--- src/rtl/cfgport_pkg.sv ---
package cfgport_pkg;

    localparam int BYTE_W     = 8;
    localparam int WORD_BYTES = 4;
    localparam int WORD_W     = BYTE_W * WORD_BYTES;
    localparam int IDX_W      = $clog2(WORD_BYTES);

    typedef logic [BYTE_W-1:0] byte_t;
    typedef logic [WORD_W-1:0] word_t;

    localparam word_t SYNC_PATTERN = 32'hAA995566;

    typedef enum logic {
        ALN_HUNT   = 1'b0,
        ALN_LOCKED = 1'b1
    } align_e;

    // One sample of the select/direction pins, active-high view
    typedef struct packed {
        logic sel;     // select asserted
        logic wr_dir;  // write direction
    } bus_edge_t;

    function automatic word_t shift_in(word_t w, byte_t b);
        return {w[WORD_W-BYTE_W-1:0], b};
    endfunction

endpackage

--- src/rtl/cfgport_abort.sv ---
module cfgport_abort
    import cfgport_pkg::*;
#(
    parameter int ABORT_LEN = 4
) (
    input  logic      clk,
    input  logic      rst,
    input  bus_edge_t cur,
    output logic      abort_now,
    output logic      winding
);

    localparam int CNT_W = $clog2(ABORT_LEN + 1);

    bus_edge_t        prev_q;
    logic [CNT_W-1:0] wind_q;

    assign abort_now = cur.sel && prev_q.sel && (cur.wr_dir != prev_q.wr_dir);
    assign winding   = (wind_q != '0);

    always_ff @(posedge clk) begin
        if (rst) begin
            prev_q <= '0;
            wind_q <= '0;
        end else begin
            prev_q <= cur;
            if (abort_now)
                wind_q <= CNT_W'(ABORT_LEN);
            else if (winding)
                wind_q <= wind_q - 1'b1;
        end
    end

    // an abort edge is always followed by an active wind-down
    p_wind_follows_abort_r8: assert property (@(posedge clk) disable iff (rst)
        abort_now |=> winding);

endmodule

--- src/rtl/cfgport_align.sv ---
module cfgport_align
    import cfgport_pkg::*;
(
    input  logic  clk,
    input  logic  rst,
    input  logic  accept,
    input  byte_t din,
    input  logic  abort_now,
    output logic  emit,
    output word_t emit_word
);

    align_e           state_q;
    word_t            win_q;
    logic [IDX_W-1:0] idx_q;
    word_t            win_nxt;

    assign win_nxt   = shift_in(win_q, din);
    assign emit      = accept && (state_q == ALN_LOCKED) && (idx_q == IDX_W'(WORD_BYTES - 1));
    assign emit_word = win_nxt;

    always_ff @(posedge clk) begin
        if (rst || abort_now) begin
            state_q <= ALN_HUNT;
            win_q   <= '0;
            idx_q   <= '0;
        end else if (accept) begin
            win_q <= win_nxt;
            if (state_q == ALN_HUNT) begin
                if (win_nxt == SYNC_PATTERN) begin
                    state_q <= ALN_LOCKED;
                    idx_q   <= '0;
                end
            end else begin
                idx_q <= idx_q + 1'b1;
            end
        end
    end

    // alignment is only ever entered with the pattern in the window
    p_lock_on_pattern_r2: assert property (@(posedge clk) disable iff (rst)
        $rose(state_q == ALN_LOCKED) |-> (win_q == SYNC_PATTERN));

endmodule

--- src/rtl/cfgport_hold.sv ---
module cfgport_hold
    import cfgport_pkg::*;
(
    input  logic  clk,
    input  logic  rst,
    input  logic  emit,
    input  word_t emit_word,
    input  logic  abort_now,
    input  logic  dn_ready,
    output logic  pend,
    output word_t data
);

    always_ff @(posedge clk) begin
        if (rst) begin
            pend <= 1'b0;
            data <= '0;
        end else if (abort_now) begin
            pend <= 1'b0;
        end else if (emit) begin
            pend <= 1'b1;
            data <= emit_word;
        end else if (pend && dn_ready) begin
            pend <= 1'b0;
        end
    end

    // upstream never completes a word while a stalled one is held
    p_no_overrun_r4: assert property (@(posedge clk) disable iff (rst)
        emit |-> (!pend || dn_ready));

    // a stalled word stays put
    p_hold_stable_r5: assert property (@(posedge clk) disable iff (rst)
        (pend && !dn_ready && !abort_now) |=> (pend && $stable(data)));

endmodule

--- src/rtl/cfg_byte_port.sv ---
module cfg_byte_port
    import cfgport_pkg::*;
#(
    parameter int ABORT_LEN = 4
) (
    input  logic        clk,
    input  logic        rst,
    input  logic        cs_n,
    input  logic        wr_n,
    input  logic [7:0]  din,
    input  logic        dn_ready,
    output logic        busy,
    output logic        word_vld,
    output logic [31:0] word_data,
    output logic        rd_req
);

    bus_edge_t cur;
    logic      abort_now;
    logic      winding;
    logic      accept;
    logic      emit;
    word_t     emit_word;
    logic      pend;
    word_t     held;

    assign cur.sel    = !cs_n;
    assign cur.wr_dir = !wr_n;

    cfgport_abort #(.ABORT_LEN(ABORT_LEN)) u_abort (
        .clk       (clk),
        .rst       (rst),
        .cur       (cur),
        .abort_now (abort_now),
        .winding   (winding)
    );

    assign busy   = winding || (pend && !dn_ready);
    assign accept = cur.sel && cur.wr_dir && !busy && !abort_now;

    cfgport_align u_align (
        .clk       (clk),
        .rst       (rst),
        .accept    (accept),
        .din       (din),
        .abort_now (abort_now),
        .emit      (emit),
        .emit_word (emit_word)
    );

    cfgport_hold u_hold (
        .clk       (clk),
        .rst       (rst),
        .emit      (emit),
        .emit_word (emit_word),
        .abort_now (abort_now),
        .dn_ready  (dn_ready),
        .pend      (pend),
        .data      (held)
    );

    assign word_vld  = pend;
    assign word_data = held;

    always_ff @(posedge clk) begin
        if (rst)
            rd_req <= 1'b0;
        else
            rd_req <= cur.sel && !cur.wr_dir && !abort_now && !winding;
    end

    // an abort always flushes the held word
    p_abort_flush_r7: assert property (@(posedge clk) disable iff (rst)
        abort_now |=> !word_vld);

endmodule

--- config.mk ---
export PLATFORM = sky130hd
export DESIGN_NAME = cfg_byte_port
export DESIGN_NICKNAME = d
export VERILOG_FILES = /design/src/rtl/cfgport_pkg.sv /design/src/rtl/cfgport_abort.sv /design/src/rtl/cfgport_align.sv /design/src/rtl/cfgport_hold.sv /design/src/rtl/cfg_byte_port.sv
export SDC_FILE = /design/constraint.sdc
export NUM_CORES = 1
export LEC_CHECK = 0
export BUFFER_PORTS_ARGS = -buffer_cell sky130_fd_sc_hd__buf_2
export CORE_MARGIN = 8
export CORE_UTILIZATION = 50
export DETAILED_ROUTE_END_ITERATION = 10
export GPL_TIMING_DRIVEN = 0
export PLACE_DENSITY = 0.72
export SKIP_LAST_GASP = 1
export SLEW_MARGIN = 20
export SYNTH_ARGS = -nofsm -noshare
export SYNTH_HDL_FRONTEND = slang
export SYNTH_SLANG_ARGS = --single-unit
--- constraint.sdc ---
create_clock -name clk -period 2.61 [get_ports clk]
set_clock_uncertainty 0.05 [all_clocks]
set_input_delay 0.3915 -clock clk [delete_from_list [all_inputs] [get_ports clk]]
set_output_delay 0.3915 -clock clk [all_outputs]
set_load 0.02 [all_outputs]
==> impl_metrics.py, run 1 <==
metrics = {
    "run_status": {
        "status": "finished clean",
    },
    "cts": {
        "post-cts-setup-buffers": 0,
        "post_cts_resize_count": 0,
        "cts_max_path_buffers": 2,
        "clkTransAtPathRegs_ns": 0.07,
        "cts.htree.levels": 3,
        "cts_root_buf": "clkbuf_8",
        "cts_tree": "built",
        "cts_sinks": 66,
        "insertion_delay_ns": 0.34,
        "holdBufCountCts": 0,
        "cts_buffers": 9,
    },
    "floorplan": {
        "rows": 27,
        "ioPinCount": 48,
        "die-area_um2": 8170,
        "die_y_um": 90.4,
        "initial_utilization": 0.509,
        "die_w_um": 90.4,
        "core_um2": 5440,
    },
    "drt": {
        "ant_nets": 0,
        "initialDrtViolationCount": 146,
        "drc": 0,
        "via_per_inst": 5.64,
        "dr.pass1.iters": 6,
        "wl_per_cell_um": 15.7,
        "wirelength_um": 7180,
        "vias": 2572,
    },
    "setup_path": {
        "end_kind": "register",
        "cp_max_fo": 10,
        "cp_data_required_time_ns": 2.83,
        "reg2reg_depth": 9,
        "cp-start-kind": "register",
        "worst-setup-path-type": "reg -> reg",
        "cp_data_arrival_time_ns": 2.38,
    },
    "min_path": {
        "hold_path_class": "in -> reg",
        "holdPathStages": 2,
    },
    "finish": {
        "antenna_cells": 0,
        "postLayoutCellArea_um2": 3280,
        "final_net_count": 397,
        "drive_gt1_frac": 0.208,
        "fin_util": 0.604,
        "layout_commonest_cell": "dfxtp_1",
        "fill_cells": 505,
        "syn_to_final_growth_pct": 18.6,
        "multi_input_area_um2": 1250,
        "seqCellArea_um2": 1320,
        "final_cell_mix": "dfxtp_1, a21oi_1, buf_2, nand2_1, nand4_1",
    },
    "global_routing": {
        "grt_pass1_vias": 2569,
        "grt_overflow": 0,
        "antenna_found_initial": 0,
        "grt_max_degree": 11,
        "grt_pass1_wl_um": 12000,
        "grt_util_all_layers": 0.177,
    },
    "power_and_ir_drop": {
        "p_leak_nw": 1.23,
        "p_switching_uw": 614,
        "power_frac_comb": 0.142,
        "peakVddDrop_v": 0.000441,
        "p_total_mw": 2.19,
        "seqPwrFrac": 0.488,
        "pwr_density_cell_nw_per_um2": 666,
        "internal_power_mw": 1.57,
        "switching_share": 0.281,
        "clkPwrFrac": 0.370,
    },
    "placement": {
        "dp_slack_ns": 0.478,
        "gp_congestion": 0.875,
        "portBuffers": 47,
        "place_area_um2": 3090,
        "hpwl_um": 5300,
    },
    "yosys": {
        "syn_inst": 322,
        "avgSynthCellArea_um2": 8.60,
        "yosys_warnings": 0,
        "synthArstFlopShare": 0,
        "synth_edf_count": 0,
        "synthDistinctLibCells": 28,
        "synth.net_count": 339,
        "seq_area_frac_synth": 0.477,
        "synthFlopType": "dfxtp_1",
        "synth_seq_cells": 66,
        "synth.cell_area_um2": 2770,
    },
    "timing": {
        "setup_violations": 0,
        "fmax_mhz": 463,
        "slew_viol_final": 0,
        "finalSetupTns_ns": 0,
        "period_share": 0.828,
        "relSlewSlack": 0.655,
        "postLayoutSetupSlackWorst_ns": 0.449,
        "min_period_ns": 2.16,
        "hold_viol_final": 0,
        "grt_setup_unrepaired": "no",
        "worstMarginPinSlew_ns": 0.517,
    },
    "job": {
        "drv_cap": 0,
    },
}
## Yosys cell counts (3+ instances only)
library cell | instances | area, µm²
nand3_1 | 6 | 30.0
clkbuf_1 | 16 | 60.1
o31ai_1 | 32 | 240
nor4b_1 | 3 | 26.3
buf_2 | 11 | 55.1
buf_1 | 3 | 11.3
buf_6 | 4 | 45.0
dfxtp_1 | 66 | 1320
nor2_1 | 7 | 26.3
and4b_1 | 3 | 30.0
nand4_1 | 35 | 219
a21oi_1 | 59 | 295
nand2_1 | 50 | 188
ha_1 | 4 | 50.1
inv_1 | 6 | 22.5
## stage by stage
| step | cells | hold slack, ns |
|---|---|---|
| 2_1_floorplan | 322 | 0.395 |
| 3_3_place_gp | 441 | 0.401 |
| 3_5_place_dp | 441 | 0.407 |
| 4_1_cts | 456 | 0.207 |
| 5_1_grt | 456 | 0.224 |
| 6_report | 456 | 0.217 |
## layout make-up
type,instances,share of cell area
Timing Repair Buffer,47,0.0716
Clock inverter,2,0.00305
Tap cell,72,0.0274
Sequential cell,66,0.402
Buffer,35,0.0545
Clock buffer,13,0.0545
Inverter,6,0.00686
Multi-Input combinational cell,215,0.380
## cells by family after synthesis
logic type / count (synthesis) / synth area share
compound gates: 95 / 0.205
xor+xnor: 2 / 0.00633
fa+ha+maj: 4 / 0.0181
buf+inv: 41 / 0.0728
flops: 66 / 0.477
mux: 1 / 0.00362
simple gates: 113 / 0.217
## power groups by stage
stage          Sequential, mW  Clock (mW)  Combinational (mW)
2_1_floorplan            1.08           0               0.218
3_3_place_gp             1.09           0               0.300
3_5_place_dp             1.09           0               0.306
4_1_cts                  1.07       0.825               0.307
5_1_grt                  1.07       0.871               0.344
6_report                 1.07       0.810               0.310
## path summary, 6_finish.rpt
check | startpoint | endpoint | slack (ns)
setup / recovery | u_abort.wind_q[0]$_SDFFE_PP0P_ | u_align.win_q[17]$_SDFFE_PP0P_ | 0.45
hold / removal | cs_n | u_abort.prev_q[1]$_SDFF_PP0_ | 0.22
setup reg to reg | u_abort.wind_q[0]$_SDFFE_PP0P_ | u_align.win_q[17]$_SDFFE_PP0P_ | 0.45
hold reg to reg | u_hold.data[16]$_SDFFE_PP0P_ | u_hold.data[16]$_SDFFE_PP0P_ | 0.41
## sequential cells by signal, indices dropped and copies added (netlist names)
signal           count
u_hold.data         32
u_align.win_q       24
u_abort.wind_q       3
u_abort.prev_q       2
u_align.idx_q        2
rd_req               1
u_align.state_q      1
u_hold.pend          1
## worst max-delay path: stages, from the launching register on
cell and delay (ns):
dfxtp_1 0.34, inv_1 0.05, ha_1 0.21, ha_1 0.17, buf_2 0.18, nand3_1 0.15
buf_2 0.27, clkbuf_1 0.39, nand2_1 0.12, a21oi_1 0.15
## layer usage
metal | track usage | vias to the layer above | wire, µm
met2 | 0.286 | 60 | 3410
met3 | 0.0540 | 13 | 395
met5 | 0 | - | 0
met1 | 0.215 | 1207 | 3270
li1 | - | 1292 | -
met4 | 0.0693 | 0 | 98
Power figures use the tool's default switching activity.
==> run 2: changes to the inputs <==
PLACE_DENSITY = 0.75   (was 0.72)
clock period = 1.75 ns   (was 2.61 ns; I/O delays follow)
==> impl_metrics.py, run 2 (synthesis results as in run 1) <==
metrics = {
    "timing": {
        "postLayoutSetupSlackWorst_ns": 0.0879,
        "timing.hold.ws_ns": 0.0792,
        "grt_setup_unrepaired": "no",
        "period_share": 0.950,
        "finalSetupTns_ns": 0,
        "hold_viol_final": 0,
        "slew_viol_final": 0,
        "relSlewSlack": 0.655,
        "worstMarginPinSlew_ns": 0.518,
        "setup_violations": 0,
        "fmax_mhz": 602,
        "min_period_ns": 1.66,
    },
    "cts": {
        "cts.htree.levels": 3,
        "cts_tree": "built",
        "clkTransAtPathRegs_ns": 0.07,
        "cts_root_buf": "clkbuf_8",
        "cts_max_path_buffers": 2,
        "insertion_delay_ns": 0.34,
        "cts_sinks": 66,
        "cts_buffers": 9,
        "holdBufCountCts": 0,
    },
    "finish": {
        "largest-register": "u_hold.data",
        "final_net_count": 399,
        "multi_input_area_um2": 1370,
        "reg_top3": "u_hold.data x32, u_align.win_q x24, u_abort.wind_q x3",
        "antenna_cells": 0,
        "layout_commonest_cell": "dfxtp_1",
        "fin_util": 0.652,
        "drive_gt1_frac": 0.289,
        "postLayoutCellArea_um2": 3550,
        "seqCellArea_um2": 1320,
        "syn_to_final_growth_pct": 28.2,
        "final_cells": 459,
        "final_cell_mix": "dfxtp_1, a21oi_1, buf_2, nand2_1, nand4_1",
        "largest_register_ffs": 32,
        "fill_cells": 462,
    },
    "placement": {
        "place_area_um2": 3090,
        "gp_congestion": 0.862,
        "hpwl_um": 5330,
        "dp.cells": 441,
        "portBuffers": 47,
        "dp_slack_ns": -0.452,
    },
    "global_routing": {
        "grt_pass1_vias": 2577,
        "grt_util_all_layers": 0.182,
        "antenna_found_initial": 0,
        "grt_max_degree": 12,
        "grt_pass1_wl_um": 12200,
        "grt_overflow": 0,
    },
    "setup_path": {
        "cp_data_required_time_ns": 1.91,
        "cp_slowest_cell": "nor4b_1",
        "crit_chain": "nor4b_1 -> nand4_1 -> nor4_4 -> o32ai_1",
        "r2r_end": "u_align.idx_q[0]$_SDFFE_PP0P_",
        "reg2reg_depth": 4,
        "cp_data_arrival_time_ns": 1.82,
        "cpLargestDelayFamily": "simple AND/OR/NAND/NOR gates",
        "worst-r2r-setup-slack_ns": 0.09,
        "end_kind": "register",
        "cp_max_fo": 4,
        "cp-start-kind": "register",
        "r2r_start": "u_align.win_q[7]$_SDFFE_PP0P_",
        "slowest_delay_ns": 0.42,
        "critPathBufInv": 0,
        "worst-setup-path-type": "reg -> reg",
    },
    "drt": {
        "drc": 0,
        "ant_nets": 0,
        "wirelength_um": 7520,
        "initialDrtViolationCount": 202,
        "wl_per_cell_um": 16.4,
        "dr.pass1.iters": 4,
        "via_per_inst": 5.67,
        "vias": 2603,
    },
    "floorplan": {
        "die_y_um": 90.4,
        "die-area_um2": 8170,
        "rows": 27,
        "die_w_um": 90.4,
        "ioPinCount": 48,
        "core_um2": 5440,
        "initial_utilization": 0.509,
    },
    "min_path": {
        "hp-start": "cs_n",
        "hold_path_class": "in -> reg",
        "holdPathEnd": "u_abort.prev_q[1]$_SDFF_PP0_",
        "holdPathStages": 2,
    },
    "power_and_ir_drop": {
        "p_total_mw": 3.68,
        "p_leak_nw": 1.32,
        "pwr_density_cell_nw_per_um2": 1040,
        "peakVddDrop_v": 0.000678,
    },
    "job": {
        "drv_cap": 0,
    },
    "run_status": {
        "status": "finished clean",
    },
}
## run 2: repair_timing
| item | in CTS | in global routing |
|---|---|---|
| setup endpoints to repair | 61 | 61 |
| gates resized for setup | 22 | 33 |
| pin swaps | 1 | 7 |
| setup buffers | 2 | 3 |
## run 2: routing by layer
metal | up-vias | global-route usage | part of all wire
met4 | 0 | 0.0818 | 0.018
li1 | 1301 | - | -
met3 | 10 | 0.0515 | 0.048
met5 | - | 0 | 0
met1 | 1223 | 0.224 | 0.46
met2 | 69 | 0.287 | 0.48
## run 2: how the worst max path moves through the flow
stage / slack [ns] / cells after the start / endpoint / start
global placement: -0.43 / 9 / u_align.win_q[20]$_SDFFE_PP0P_ / u_abort.wind_q[0]$_SDFFE_PP0P_
finish: 0.09 / 4 / u_align.idx_q[0]$_SDFFE_PP0P_ / u_align.win_q[7]$_SDFFE_PP0P_
global route: 0.008 / 4 / u_align.idx_q[0]$_SDFFE_PP0P_ / u_align.win_q[7]$_SDFFE_PP0P_
detailed placement: -0.45 / 9 / u_align.win_q[16]$_SDFFE_PP0P_ / u_abort.wind_q[0]$_SDFFE_PP0P_
CTS: 0.0006 / 6 / busy / u_abort.wind_q[0]$_SDFFE_PP0P_
floorplan: -0.03 / 9 / u_align.win_q[0]$_SDFFE_PP0P_ / u_abort.wind_q[0]$_SDFFE_PP0P_
## run 2: layout make-up
| class | count | area share |
|---|---|---|
| clock buffer | 12 | 0.0465 |
| timing repair buffer | 52 | 0.0797 |
| tap | 72 | 0.0254 |
| inverter | 6 | 0.00635 |
| sequential | 66 | 0.373 |
| buffer | 32 | 0.0614 |
| clock inverter | 4 | 0.0205 |
| multi-input combinational | 215 | 0.387 |
## run 2: power breakdown
| part | internal [mW] | switching [mW] |
|---|---|---|
| combinational | 0.234 | 0.362 |
| sequential | 1.55 | 0.0426 |
| clock | 0.916 | 0.571 |
| total | 2.70 | 0.976 |
==> run 3: changes to the inputs <==
MAX_ROUTING_LAYER = met4   (was unset)
==> impl_metrics.py, run 3 (synthesis results as in run 1) <==
metrics = {
    "timing": {
        "worstMarginPinSlew_ns": 0.498,
        "setup_violations": 0,
        "slew_viol_final": 0,
        "min_period_ns": 1.71,
        "period_share": 0.979,
        "fmax_mhz": 584,
        "relSlewSlack": 0.668,
        "timing.hold.ws_ns": 0.102,
        "hold_viol_final": 0,
        "grt_setup_unrepaired": "yes",
        "postLayoutSetupSlackWorst_ns": 0.0375,
        "finalSetupTns_ns": 0,
    },
    "placement": {
        "portBuffers": 47,
        "gp_congestion": 0.898,
        "dp_slack_ns": -0.448,
        "hpwl_um": 5380,
    },
    "drt": {
        "wirelength_um": 7760,
        "drc": 0,
        "dr.pass1.iters": 8,
        "ant_nets": 0,
        "via_per_inst": 5.79,
        "wl_per_cell_um": 16.8,
        "vias": 2677,
        "initialDrtViolationCount": 232,
    },
    "setup_path": {
        "critPathBufInv": 4,
        "cp_data_arrival_time_ns": 1.88,
        "worst-setup-path-type": "reg -> reg",
        "cp_max_fo": 9,
        "crit_chain": "inv_2 -> ha_4 -> ha_4 -> buf_6 -> nand3_4 -> buf_8 -> buf_12 -> o31ai_4 -> a21oi_2",
        "slowest_delay_ns": 0.33,
        "cpLargestDelayFamily": "buffers and inverters",
        "cp_slowest_cell": "dfxtp_2",
        "cp-start-kind": "register",
        "cp_data_required_time_ns": 1.91,
        "worst_path_most_repeated_cell": "ha_4",
        "end_kind": "register",
    },
    "cts": {
        "cts_root_buf": "clkbuf_8",
        "cts_buffers": 9,
        "holdBufCountCts": 0,
        "cts.htree.levels": 3,
        "cts_max_path_buffers": 2,
        "cts_sinks": 66,
        "clkTransAtPathRegs_ns": 0.07,
        "cts_tree": "built",
        "insertion_delay_ns": 0.35,
    },
    "floorplan": {
        "die_w_um": 90.4,
        "die_y_um": 90.4,
        "rows": 27,
        "ioPinCount": 48,
        "initial_utilization": 0.509,
        "core_um2": 5440,
        "die-area_um2": 8170,
    },
    "finish": {
        "reg_top3": "u_hold.data x32, u_align.win_q x24, u_abort.wind_q x3",
        "fin_util": 0.646,
        "layout_commonest_cell": "dfxtp_1",
        "final_net_count": 402,
        "syn_to_final_growth_pct": 27.0,
        "final_cell_mix": "dfxtp_1, a21oi_1, buf_2, nand2_1, nand4_1",
        "antenna_cells": 0,
        "drive_gt1_frac": 0.287,
        "largest_register_ffs": 32,
        "largest-register": "u_hold.data",
    },
    "global_routing": {
        "grt_max_degree": 11,
        "antenna_found_initial": 0,
        "grt_pass1_wl_um": 12500,
        "grt_util_all_layers": 0.191,
        "grt_pass1_vias": 2632,
        "grt_overflow": 0,
    },
    "min_path": {
        "hold_path_class": "in -> reg",
    },
    "power_and_ir_drop": {
        "peakVddDrop_v": 0.000623,
        "pwr_density_cell_nw_per_um2": 1020,
        "p_leak_nw": 1.32,
        "p_total_mw": 3.57,
    },
    "job": {
        "drv_cap": 0,
    },
    "run_status": {
        "status": "finished clean",
    },
}
## run 3: cell types whose count changed in the layout (fill, tap and decap cells not counted), sizes merged
cell      change
clkinvlp      -1
clkbuf        +1
bufinv        -1
buf           +4
## run 3: area by class of cell
class                   count  area (µm²)
repair buffers             54         294
multi-input cells         215        1350
inverters                   6        22.5
plain buffers              33         236
flip-flops and latches     66        1320
fillers                   464        1920
clock inverters             2        35.0
clock buffers              14         163
well taps                  72        90.1
## run 3: per-layer routing
layer | track usage | wire (µm) | vias up
li1 | - | - | 1297
met1 | 0.226 | 3500 | 1269
met2 | 0.302 | 3710 | 93
met3 | 0.0341 | 390 | 18
met4 | 0.0999 | 156 | 0
met5 | - | 0 | -
## run 3: worst register-to-register path: stages (launching register included)
cell	delay, ns
dfxtp_2	0.33
inv_2	0.06
ha_4	0.14
ha_4	0.12
buf_6	0.11
nand3_4	0.10
buf_8	0.17
buf_12	0.14
o31ai_4	0.27
a21oi_2	0.09
## run 3: worst paths after layout
| path | end | cells past startpoint | from | slack (ns) |
|---|---|---|---|---|
| min reg2reg | u_hold.data[20]$_SDFFE_PP0P_ | 2 | u_hold.data[20]$_SDFFE_PP0P_ | 0.41 |
| max | u_hold.data[28]$_SDFFE_PP0P_ | 9 | u_abort.wind_q[0]$_SDFFE_PP0P_ | 0.04 |
| min | u_abort.prev_q[1]$_SDFF_PP0_ | 2 | cs_n | 0.10 |
| max reg2reg | u_hold.data[28]$_SDFFE_PP0P_ | 9 | u_abort.wind_q[0]$_SDFFE_PP0P_ | 0.04 |
## run 3: power by group
part / internal, mW / switching (mW) / leakage [nW]
combinational: 0.293 / 0.384 / 0.683
sequential: 1.55 / 0.0472 / 0.534
clock: 0.736 / 0.559 / 0.101
## run 3: repair_timing
| action | CTS | global route |
|---|---|---|
| endpoints found under the setup margin | 61 | 57 |
| gates resized for setup | 31 | 22 |
| pin swaps | 0 | 4 |
| buffers inserted | 4 | 3 |
## run 3: metrics by stage
stage | instances | cell area (µm²)
after global placement | 441 | 3090
after global routing | 462 | 3520
final | 462 | 3520
after floorplan | 322 | 2770
after detailed placement | 441 | 3090
after CTS | 460 | 3420
